$ cat src/rtl/pe_gen_pkg.sv
package pe_gen_pkg;

  typedef enum logic [1:0] {
    FAM_FULL   = 2'd0,
    FAM_PARITY = 2'd1,
    FAM_WEIGHT = 2'd2
  } fam_e;

  typedef enum logic [1:0] {
    RS_IDLE = 2'd0,
    RS_RUN  = 2'd1,
    RS_FIN  = 2'd2
  } run_state_e;

endpackage

$ cat src/rtl/pe_run_ctrl.sv
module pe_run_ctrl
  import pe_gen_pkg::*;
(
  input  logic clk_i,
  input  logic rst_ni,
  input  logic start_i,
  input  logic enable_i,
  input  logic last_i,
  output logic load_o,
  output logic step_o,
  output logic valid_o,
  output logic done_o
);

  run_state_e state_q, state_d;
  logic       valid_q, done_q;

  assign load_o = (state_q == RS_IDLE) && start_i;
  assign step_o = (state_q == RS_RUN) && enable_i;

  always_comb begin
    state_d = state_q;
    unique case (state_q)
      RS_IDLE: if (start_i) state_d = RS_RUN;
      RS_RUN:  if (enable_i && last_i) state_d = RS_FIN;
      RS_FIN:  state_d = RS_IDLE;
      default: state_d = RS_IDLE;
    endcase
  end

  always_ff @(posedge clk_i or negedge rst_ni) begin
    if (!rst_ni) begin
      state_q <= RS_IDLE;
      valid_q <= 1'b0;
      done_q  <= 1'b0;
    end else begin
      state_q <= state_d;
      valid_q <= step_o;
      done_q  <= (state_q == RS_FIN);
    end
  end

  assign valid_o = valid_q;
  assign done_o  = done_q;

endmodule

$ cat src/rtl/pe_seq_core.sv
module pe_seq_core
  import pe_gen_pkg::*;
#(
  parameter int   P_WIDTH = 4,
  parameter fam_e FAMILY  = FAM_WEIGHT,
  localparam int  KW      = $clog2(P_WIDTH + 1)
) (
  input  logic               clk_i,
  input  logic               rst_ni,
  input  logic               load_i,
  input  logic               step_i,
  input  logic               odd_i,
  input  logic [KW-1:0]      weight_i,
  output logic [P_WIDTH-1:0] pat_o,
  output logic               last_o
);

  if (FAMILY == FAM_FULL) begin : g_full
    logic [P_WIDTH-1:0] cnt_q;
    logic               unused_cfg;
    assign unused_cfg = ^{odd_i, weight_i};

    always_ff @(posedge clk_i or negedge rst_ni) begin
      if (!rst_ni)     cnt_q <= '0;
      else if (load_i) cnt_q <= '0;
      else if (step_i) cnt_q <= cnt_q + 1'b1;
    end

    assign pat_o  = cnt_q;
    assign last_o = &cnt_q;

  end else if (FAMILY == FAM_PARITY) begin : g_parity
    logic [P_WIDTH-2:0] cnt_q;
    logic               odd_q;
    logic               unused_cfg;
    assign unused_cfg = ^weight_i;

    always_ff @(posedge clk_i or negedge rst_ni) begin
      if (!rst_ni) begin
        cnt_q <= '0;
        odd_q <= 1'b0;
      end else if (load_i) begin
        cnt_q <= '0;
        odd_q <= odd_i;
      end else if (step_i) begin
        cnt_q <= cnt_q + 1'b1;
      end
    end

    // LSB fixes the total parity
    assign pat_o  = {cnt_q, (^cnt_q) ^ odd_q};
    assign last_o = &cnt_q;

  end else begin : g_weight
    // Track the complement: descending weight-k words are ascending weight-(P-k) words
    logic [P_WIDTH-1:0] y_q, c, r, t;
    logic [KW-1:0]      k_q, zk_q, k_ld, zk_ld;
    int                 kc;
    logic               unused_cfg;
    assign unused_cfg = odd_i;

    function automatic logic [P_WIDTH-1:0] low_ones(input logic [KW-1:0] n);
      logic [P_WIDTH-1:0] m;
      m = '0;
      for (int i = 0; i < P_WIDTH; i++) if (i < int'(n)) m[i] = 1'b1;
      return m;
    endfunction

    function automatic int trail_zeros(input logic [P_WIDTH-1:0] v);
      int n;
      n = 0;
      for (int i = P_WIDTH - 1; i >= 0; i--) if (v[i]) n = i;
      return n;
    endfunction

    always_comb begin
      if (int'(weight_i) > P_WIDTH) kc = P_WIDTH;
      else                          kc = int'(weight_i);
      k_ld  = KW'(kc);
      zk_ld = KW'(P_WIDTH - kc);
      c = y_q & (~y_q + 1'b1);
      r = y_q + c;
      t = (r ^ y_q) >> (trail_zeros(c) + 2);
    end

    always_ff @(posedge clk_i or negedge rst_ni) begin
      if (!rst_ni) begin
        y_q  <= '1;
        k_q  <= '0;
        zk_q <= KW'(P_WIDTH);
      end else if (load_i) begin
        y_q  <= low_ones(zk_ld);
        k_q  <= k_ld;
        zk_q <= zk_ld;
      end else if (step_i) begin
        y_q <= r | t;
      end
    end

    assign pat_o  = ~y_q;
    assign last_o = (y_q == (low_ones(zk_q) << k_q));
  end

endmodule

$ cat src/rtl/pe_pattern_gen.sv
module pe_pattern_gen
  import pe_gen_pkg::*;
#(
  parameter int   P_WIDTH = 4,
  parameter fam_e FAMILY  = FAM_WEIGHT
) (
  input  logic                           clk_i,
  input  logic                           rst_ni,
  input  logic                           start_i,
  input  logic                           enable_i,
  input  logic                           odd_parity_i,
  input  logic [$clog2(P_WIDTH+1)-1:0]   weight_i,
  output logic [P_WIDTH-1:0]             pattern_o,
  output logic                           valid_o,
  output logic                           done_o
);

  logic               load, step, last;
  logic [P_WIDTH-1:0] core_pat, pattern_q;

  pe_run_ctrl u_ctrl (
    .clk_i    (clk_i),
    .rst_ni   (rst_ni),
    .start_i  (start_i),
    .enable_i (enable_i),
    .last_i   (last),
    .load_o   (load),
    .step_o   (step),
    .valid_o  (valid_o),
    .done_o   (done_o)
  );

  pe_seq_core #(
    .P_WIDTH (P_WIDTH),
    .FAMILY  (FAMILY)
  ) u_core (
    .clk_i    (clk_i),
    .rst_ni   (rst_ni),
    .load_i   (load),
    .step_i   (step),
    .odd_i    (odd_parity_i),
    .weight_i (weight_i),
    .pat_o    (core_pat),
    .last_o   (last)
  );

  always_ff @(posedge clk_i or negedge rst_ni) begin
    if (!rst_ni)   pattern_q <= '0;
    else if (step) pattern_q <= core_pat;
  end

  assign pattern_o = pattern_q;

endmodule

$ cat config.mk
export PLATFORM = sky130hd
export DESIGN_NAME = pe_pattern_gen
export DESIGN_NICKNAME = d
export VERILOG_FILES = /design/src/rtl/pe_gen_pkg.sv /design/src/rtl/pe_run_ctrl.sv /design/src/rtl/pe_seq_core.sv /design/src/rtl/pe_pattern_gen.sv
export SDC_FILE = /design/constraint.sdc
export NUM_CORES = 1
export LEC_CHECK = 0
export BUFFER_PORTS_ARGS = -buffer_cell sky130_fd_sc_hd__buf_2
export CAP_MARGIN = 20
export CORE_AREA = 2 2 56 58
export CTS_BUF_LIST = sky130_fd_sc_hd__clkbuf_16
export DETAILED_ROUTE_END_ITERATION = 6
export DIE_AREA = 0 0 58 60
export REMOVE_ABC_BUFFERS = 1
export SLEW_MARGIN = 20
export SYNTH_ARGS = -nofsm -noshare
export SYNTH_HDL_FRONTEND = slang
export SYNTH_SLANG_ARGS = --single-unit
$ cat constraint.sdc
create_clock -name clk_i -period 1.6 [get_ports clk_i]
set_input_delay 0.24 -clock clk_i [delete_from_list [all_inputs] [get_ports clk_i]]
set_output_delay 0.24 -clock clk_i [all_outputs]
set_load 0.05 [all_outputs]
**Word-level counts from Yosys, hierarchy flattened**

Cells that the tools add are included.
Widths: inputs -> output; s select.

- Bits in registers: 18
- Bits of input ports: 8
- Output and inout bits: 6

- Add/sub/neg operators: 4
- $lt $le $gt $ge: 9
- Eq/ne operators: 5
- Shift operators: 2
- Multiplexer cells: 18
- Bitwise operators: 4
- Reduce and logical (&&, ||, !) cells: 6

Operators with widths:

| operator | count |
|---|---|
| $shr 4x32->4 | 1 |
| $lt 1x3->1 const A | 4 |
| $lt 2x3->1 const A | 4 |
| $mux 2 | 6 |
| $mux 1 | 8 |
| $mux 4 | 2 |
| $add 4x1->4 const B | 1 |
| $add 4x4->4 | 1 |
| $and 4x4->4 | 1 |
| $eq 4x4->1 | 1 |
| $ne 2x2->1 const B | 2 |
| $not 4->4 | 1 |
| $or 4x4->4 | 1 |
| $pmux 2 s2 | 1 |
| $shl 4x3->4 | 1 |
| $xor 4x4->4 | 1 |
| $add 2x2->3 const B | 1 |
| $gt 3x3->1 const B | 1 |
| $logic_and 1x1->1 | 3 |
| $mux 3 | 1 |
| $sub 3x3->3 const A | 1 |
| $eq 2x1->1 const B | 1 |
| $eq 2x2->1 const B | 1 |
| $logic_not 2->1 | 1 |
| 2 further kinds | 2 |

**Longest topological paths before layout**

- Depth after elaboration: 12
- Depth in mapped cells: 7
- Depth with buffers taken out: 7

**By module**

A second synthesis with hierarchy kept.

- Cell total of the unflattened synthesis: 83
- Area total of the unflattened synthesis: 885.8 um2

Modules (own cells, without submodules):

| module | instances | cells each | area an instance (um2) |
|---|---|---|---|
| pe_seq_core | 1 | 65 | 590.6 |
| pe_run_ctrl | 1 | 10 | 150.1 |
| pe_pattern_gen | 1 | 8 | 145.1 |

**Worst setup path before layout**

No wires, ideal clock.

- Path type: reg2reg
- Start: reg u_core.g_weight.zk_q[2]
- End: reg u_ctrl.state_q[0]
- Setup time: 0.123 ns
- Data arrival time: 1.288 ns
- Setup slack: 0.189 ns
- Stages on the path, launching flop included: 6
- Clock period less this slack: 1.411 ns
- Cells stage by stage: dfstp_2 inv_1 a221oi_2 xnor2_1 nand3_1 o221a_1

- Longest elaborated chain between the ends: 7
- Elaborated cells between the ends (all ways): 13
- Those cells by class: order compare: 4; eq/ne: 2; shift: 1; mux: 4; reduce/logical: 2

RTL lines:

| element | line | source |
|---|---|---|
| from (decl) | pe_seq_core.sv:57 | `logic [KW-1:0] k_q, zk_q, k_ld, zk_ld;` |
| from (signal assigned) | pe_seq_core.sv:90 | `zk_q <= KW'(P_WIDTH);` |
| from (signal assigned) | pe_seq_core.sv:94 | `zk_q <= zk_ld;` |
| $lt 1x3->1 / $lt 2x3->1 (equally long branches) | pe_seq_core.sv:65 | `for (int i = 0; i < P_WIDTH; i++) if (i < int'(n)) m[i] = 1'b1;` |
| $mux 1 | pe_seq_core.sv:65 |  |
| $shl 4x3->4 * | pe_seq_core.sv:101 | `assign last_o = (y_q == (low_ones(zk_q) << k_q));` |
| $eq 4x4->1 * | pe_seq_core.sv:101 |  |
| $logic_and 1x1->1 * | pe_run_ctrl.sv:25 | `RS_RUN: if (enable_i && last_i) state_d = RS_FIN;` |
| $ne 2x2->1 (no line) * | - |  |
| $reduce_and 2->1 (no line) * | - |  |
| to (signal assigned) | pe_run_ctrl.sv:37 | `state_q <= state_d;` |
| to (decl) | pe_run_ctrl.sv:15 | `run_state_e state_q, state_d;` |

Mark *: on every way between the ends. The rest lies on a longest branch, timed or not.
A chain may end at the register's enable or synchronous reset.

**Worst setup path after layout**

Ends and elaborated chain as after synthesis.

==> run_results.csv <==
group,metric,value,unit
logic_synthesis,synth-simple-area-share,16.92,%
layout,design_area,0.001027,mm^2
timing,slew-limit-headroom,67.76,%
grt,grt_max_degree,18,
hold_path,holdPathStages,2,
detailed_routing,drc_errors,0,
placement,port_buffers,12,
setup_path,crit_family,"flip-flops",
power,p_int,1345,uW
grt,overflow,0,
setup_path,worst-path-stages,5,
layout,fin_util,35.39,%
timing,hold_viol_final,0,
layout,drive_gt1_share,25.74,%
power,p_leak,0.0004471,uW
logic_synthesis,synthAdderAreaFrac,1.497,%
cts,cts_buffers,3,
floorplan,dieArea,0.003480,mm^2
setup_path,worstSetupPathType,"reg2reg",
logic_synthesis,ys_types,29,
hold_path,hold_path.class,"in2reg",
timing,tightest_slew,0.4825,ns
timing,period_share,92.28,%
logic_synthesis,seq_area_frac_synth,51.65,%
hold_path,worstHoldStart,"weight_i[1]",
grt,grt_pass1_vias,679,
cts,htree_levels,1,
setup_path,crit_chain,"inv_1 > a221oi_2 > xnor2_1 > nand3_1 > o221a_1",
detailed_routing,first_pass_iters,5,
cts,cts_setup_buffers,0,
power,seqPwrFrac,38.9,%
cts,cts_num_sinks,17,
grt,antenna_found_initial,0,
power,cellPowerDensity,2203,mW/mm^2
cts,clk_pin_slew_worst_paths,0.05,ns
setup_path,endpoint_kind,"flop",
floorplan,die_w,58,um
setup_path,r2r_cells,5,
logic_synthesis,synthMuxAreaShare,3.892,%
timing,tns,0,ns
power,clock_power_share,21.2,%
setup_path,crit_fanout,5,
placement,hpwl,1173,um
setup_path,cp.required,1.73,ns
logic_synthesis,synthArstFlopShare,100.0,%
logic_synthesis,synth_top_family_by_area,"compound AO/OA/AOI/OAI gates",
logic_synthesis,ys_ff_latch,17,
timing,fin_ws,0.1235,ns
cts,tritoncts,"yes",
detailed_routing,ant_nets,0,
logic_synthesis,synth.avg_cell_area,9.833,um^2
setup_path,worstReg2RegEnd,"u_ctrl.state_q[0]",
hold_path,holdPathEnd,"u_core.g_weight.y_q[2]",
power,p_sw,917.7,uW
floorplan,coreArea,0.002903,mm^2
timing,clock.fmax,0.6773,GHz
power,ir_drop,901.8,uV
layout,finalNetCount,111,
power,combPwrFrac,39.9,%
logic_synthesis,synth_area,835.8,um^2
detailed_routing,wl,1595,um
detailed_routing,vias_per_cell,4.963,
floorplan,initial_utilization,28.79,%
run,drv_cap,0,
setup_path,arrival,1.61,ns
logic_synthesis,synth_compound_area_share,20.21,%
placement,gp_congestion,0.7734,
placement,dpl_cell_area,937.1,um^2
layout,layout_common_cells,"12 x buf_2, 11 x nand2_1, 11 x dfrtp_1, 8 x o21ai_0",
layout,final_common_cell,"buf_2",
logic_synthesis,synth_edf_count,0,
logic_synthesis,ys.flop_type,"dfrtp_1",
setup_path,r2r_slack,0.12,ns
detailed_routing,routedWlPerCell,11.90,um
floorplan,die_h,60,um
grt,grt.total_usage,11.11,%
status,status,"complete, no violations",
floorplan,ios,14,
logic_synthesis,synthCells,85,
layout,n_antenna_cell,0,
power,finalPower,2263,uW
setup_path,critPathMaxStageDelay,0.56,ns
logic_synthesis,yosys_warnings,0,
detailed_routing,drt_iter0_drc,10,
logic_synthesis,synth-xor-area-share,3.144,%
cts,worst_skew_pair.late_latency,0.24,ns
floorplan,rows,20,
setup_path,slowest_stage,"dfstp_2",
timing,slew_violations,0,
detailed_routing,via_count,665,
setup_path,r2r-start,"u_core.g_weight.zk_q[2]",
power,switching_share,40.55,%
cts,cts_max_path_buffers,2,
setup_path,crit_buf_inv,1,
timing,min_period,1.477,ns
cts,cts-root-buf,"clkbuf_16",
placement,dp_slack,0.1106,ns
timing,rsz0062_at_grt,"no",
timing,skew,0.0007192,ns
timing,setup_viol,0,
layout,area_growth,22.90,%
setup_path,cp-start-kind,"flop",
grt,grt_pass1_wl,2877,um
==> Yosys cell counts, types with 2 or more instances <==
cell	n	area, um^2
dfrtp_1	12	300.3
nand2_1	11	41.29
o21ai_0	8	40.04
a21oi_1	5	25.02
dfstp_2	5	131.4
nor2_1	5	18.77
inv_1	4	15.01
nand2b_1	4	25.02
nand3_1	4	20.02
o31ai_1	3	22.52
a31oi_1	2	12.51
clkbuf_1	2	7.510
mux2_2	2	22.52
o21ai_1	2	10.01
xnor2_1	2	17.52
==> power groups by stage <==
stage / sequential [uW] / combinational (uW) / clock (uW)
floorplan: 1050 / 512 / 0
detailed placement: 883 / 910 / 0
CTS: 878 / 918 / 494
global route: 921 / 1020 / 517
finish: 880 / 903 / 480
global placement: 869 / 889 / 0
==> worst reg2reg max path: stages (launching register included) <==
cell	delay, ns
dfstp_2	0.56
inv_1	0.05
a221oi_2	0.24
xnor2_1	0.16
nand3_1	0.11
o221a_1	0.24
==> metal layers <==
layer / vias up / GRT usage [%] / routed length [um]
met5: - / 0 / 0
met4: 0 / 1.993 / 8
met3: 2 / 5.195 / 103
met2: 18 / 19.32 / 735
met1: 307 / 12.62 / 749
li1: 338 / - / -
==> per-stage QoR <==
step                hold slack (ns)  instances
finish                       0.1539        134
detailed placement           0.1859        129
global placement             0.1798        129
global route                 0.1537        134
floorplan                  -0.05559         83
CTS                          0.1538        134
==> area by class of cell <==
cell class	instances	area [um^2]
Sequential cell	17	432.9
Fill cell	308	1876
Tap cell	33	41.29
Inverter	4	15.01
Clock inverter	1	3.754
Timing Repair Buffer	14	77.57
Multi-Input combinational cell	62	381.6
Clock buffer	3	75.07
==> registers in the layout, indices dropped and copies added (netlist names) <==
| name | flops |
|---|---|
| pattern_o | 4 |
| u_core.g_weight.y_q | 4 |
| u_core.g_weight.zk_q | 3 |
| u_core.g_weight.k_q | 2 |
| u_ctrl.state_q | 2 |
| u_ctrl.done_o | 1 |
| u_ctrl.valid_o | 1 |
==> cell families after synthesis <==
kind of cell | Yosys count
AND/OR/NAND/NOR | 29
AO/OA/AOI/OAI | 26
XOR/XNOR | 3
flip-flops | 17
adder cells (fa/ha/maj) | 1
multiplexers | 3
buffers and inverters | 6
==> what timing repair did <==
item,CTS,global route
endpoints found under the hold margin,12,0
gates resized for setup,0,1
setup endpoints to repair,0,1
hold buffers,1,0
==> worst max path at each step <==
stage | endpoint | start
3_3_place_gp | u_ctrl.state_q[0] | u_core.g_weight.zk_q[2]
4_1_cts | u_ctrl.state_q[0] | u_core.g_weight.zk_q[2]
2_1_floorplan | u_ctrl.state_q[0] | u_core.g_weight.zk_q[2]
3_5_place_dp | u_ctrl.state_q[0] | u_core.g_weight.zk_q[2]
5_1_grt | u_ctrl.state_q[0] | u_core.g_weight.zk_q[2]
6_report | u_ctrl.state_q[0] | u_core.g_weight.zk_q[2]
No activity file was read; power rests on OpenSTA's default activity.
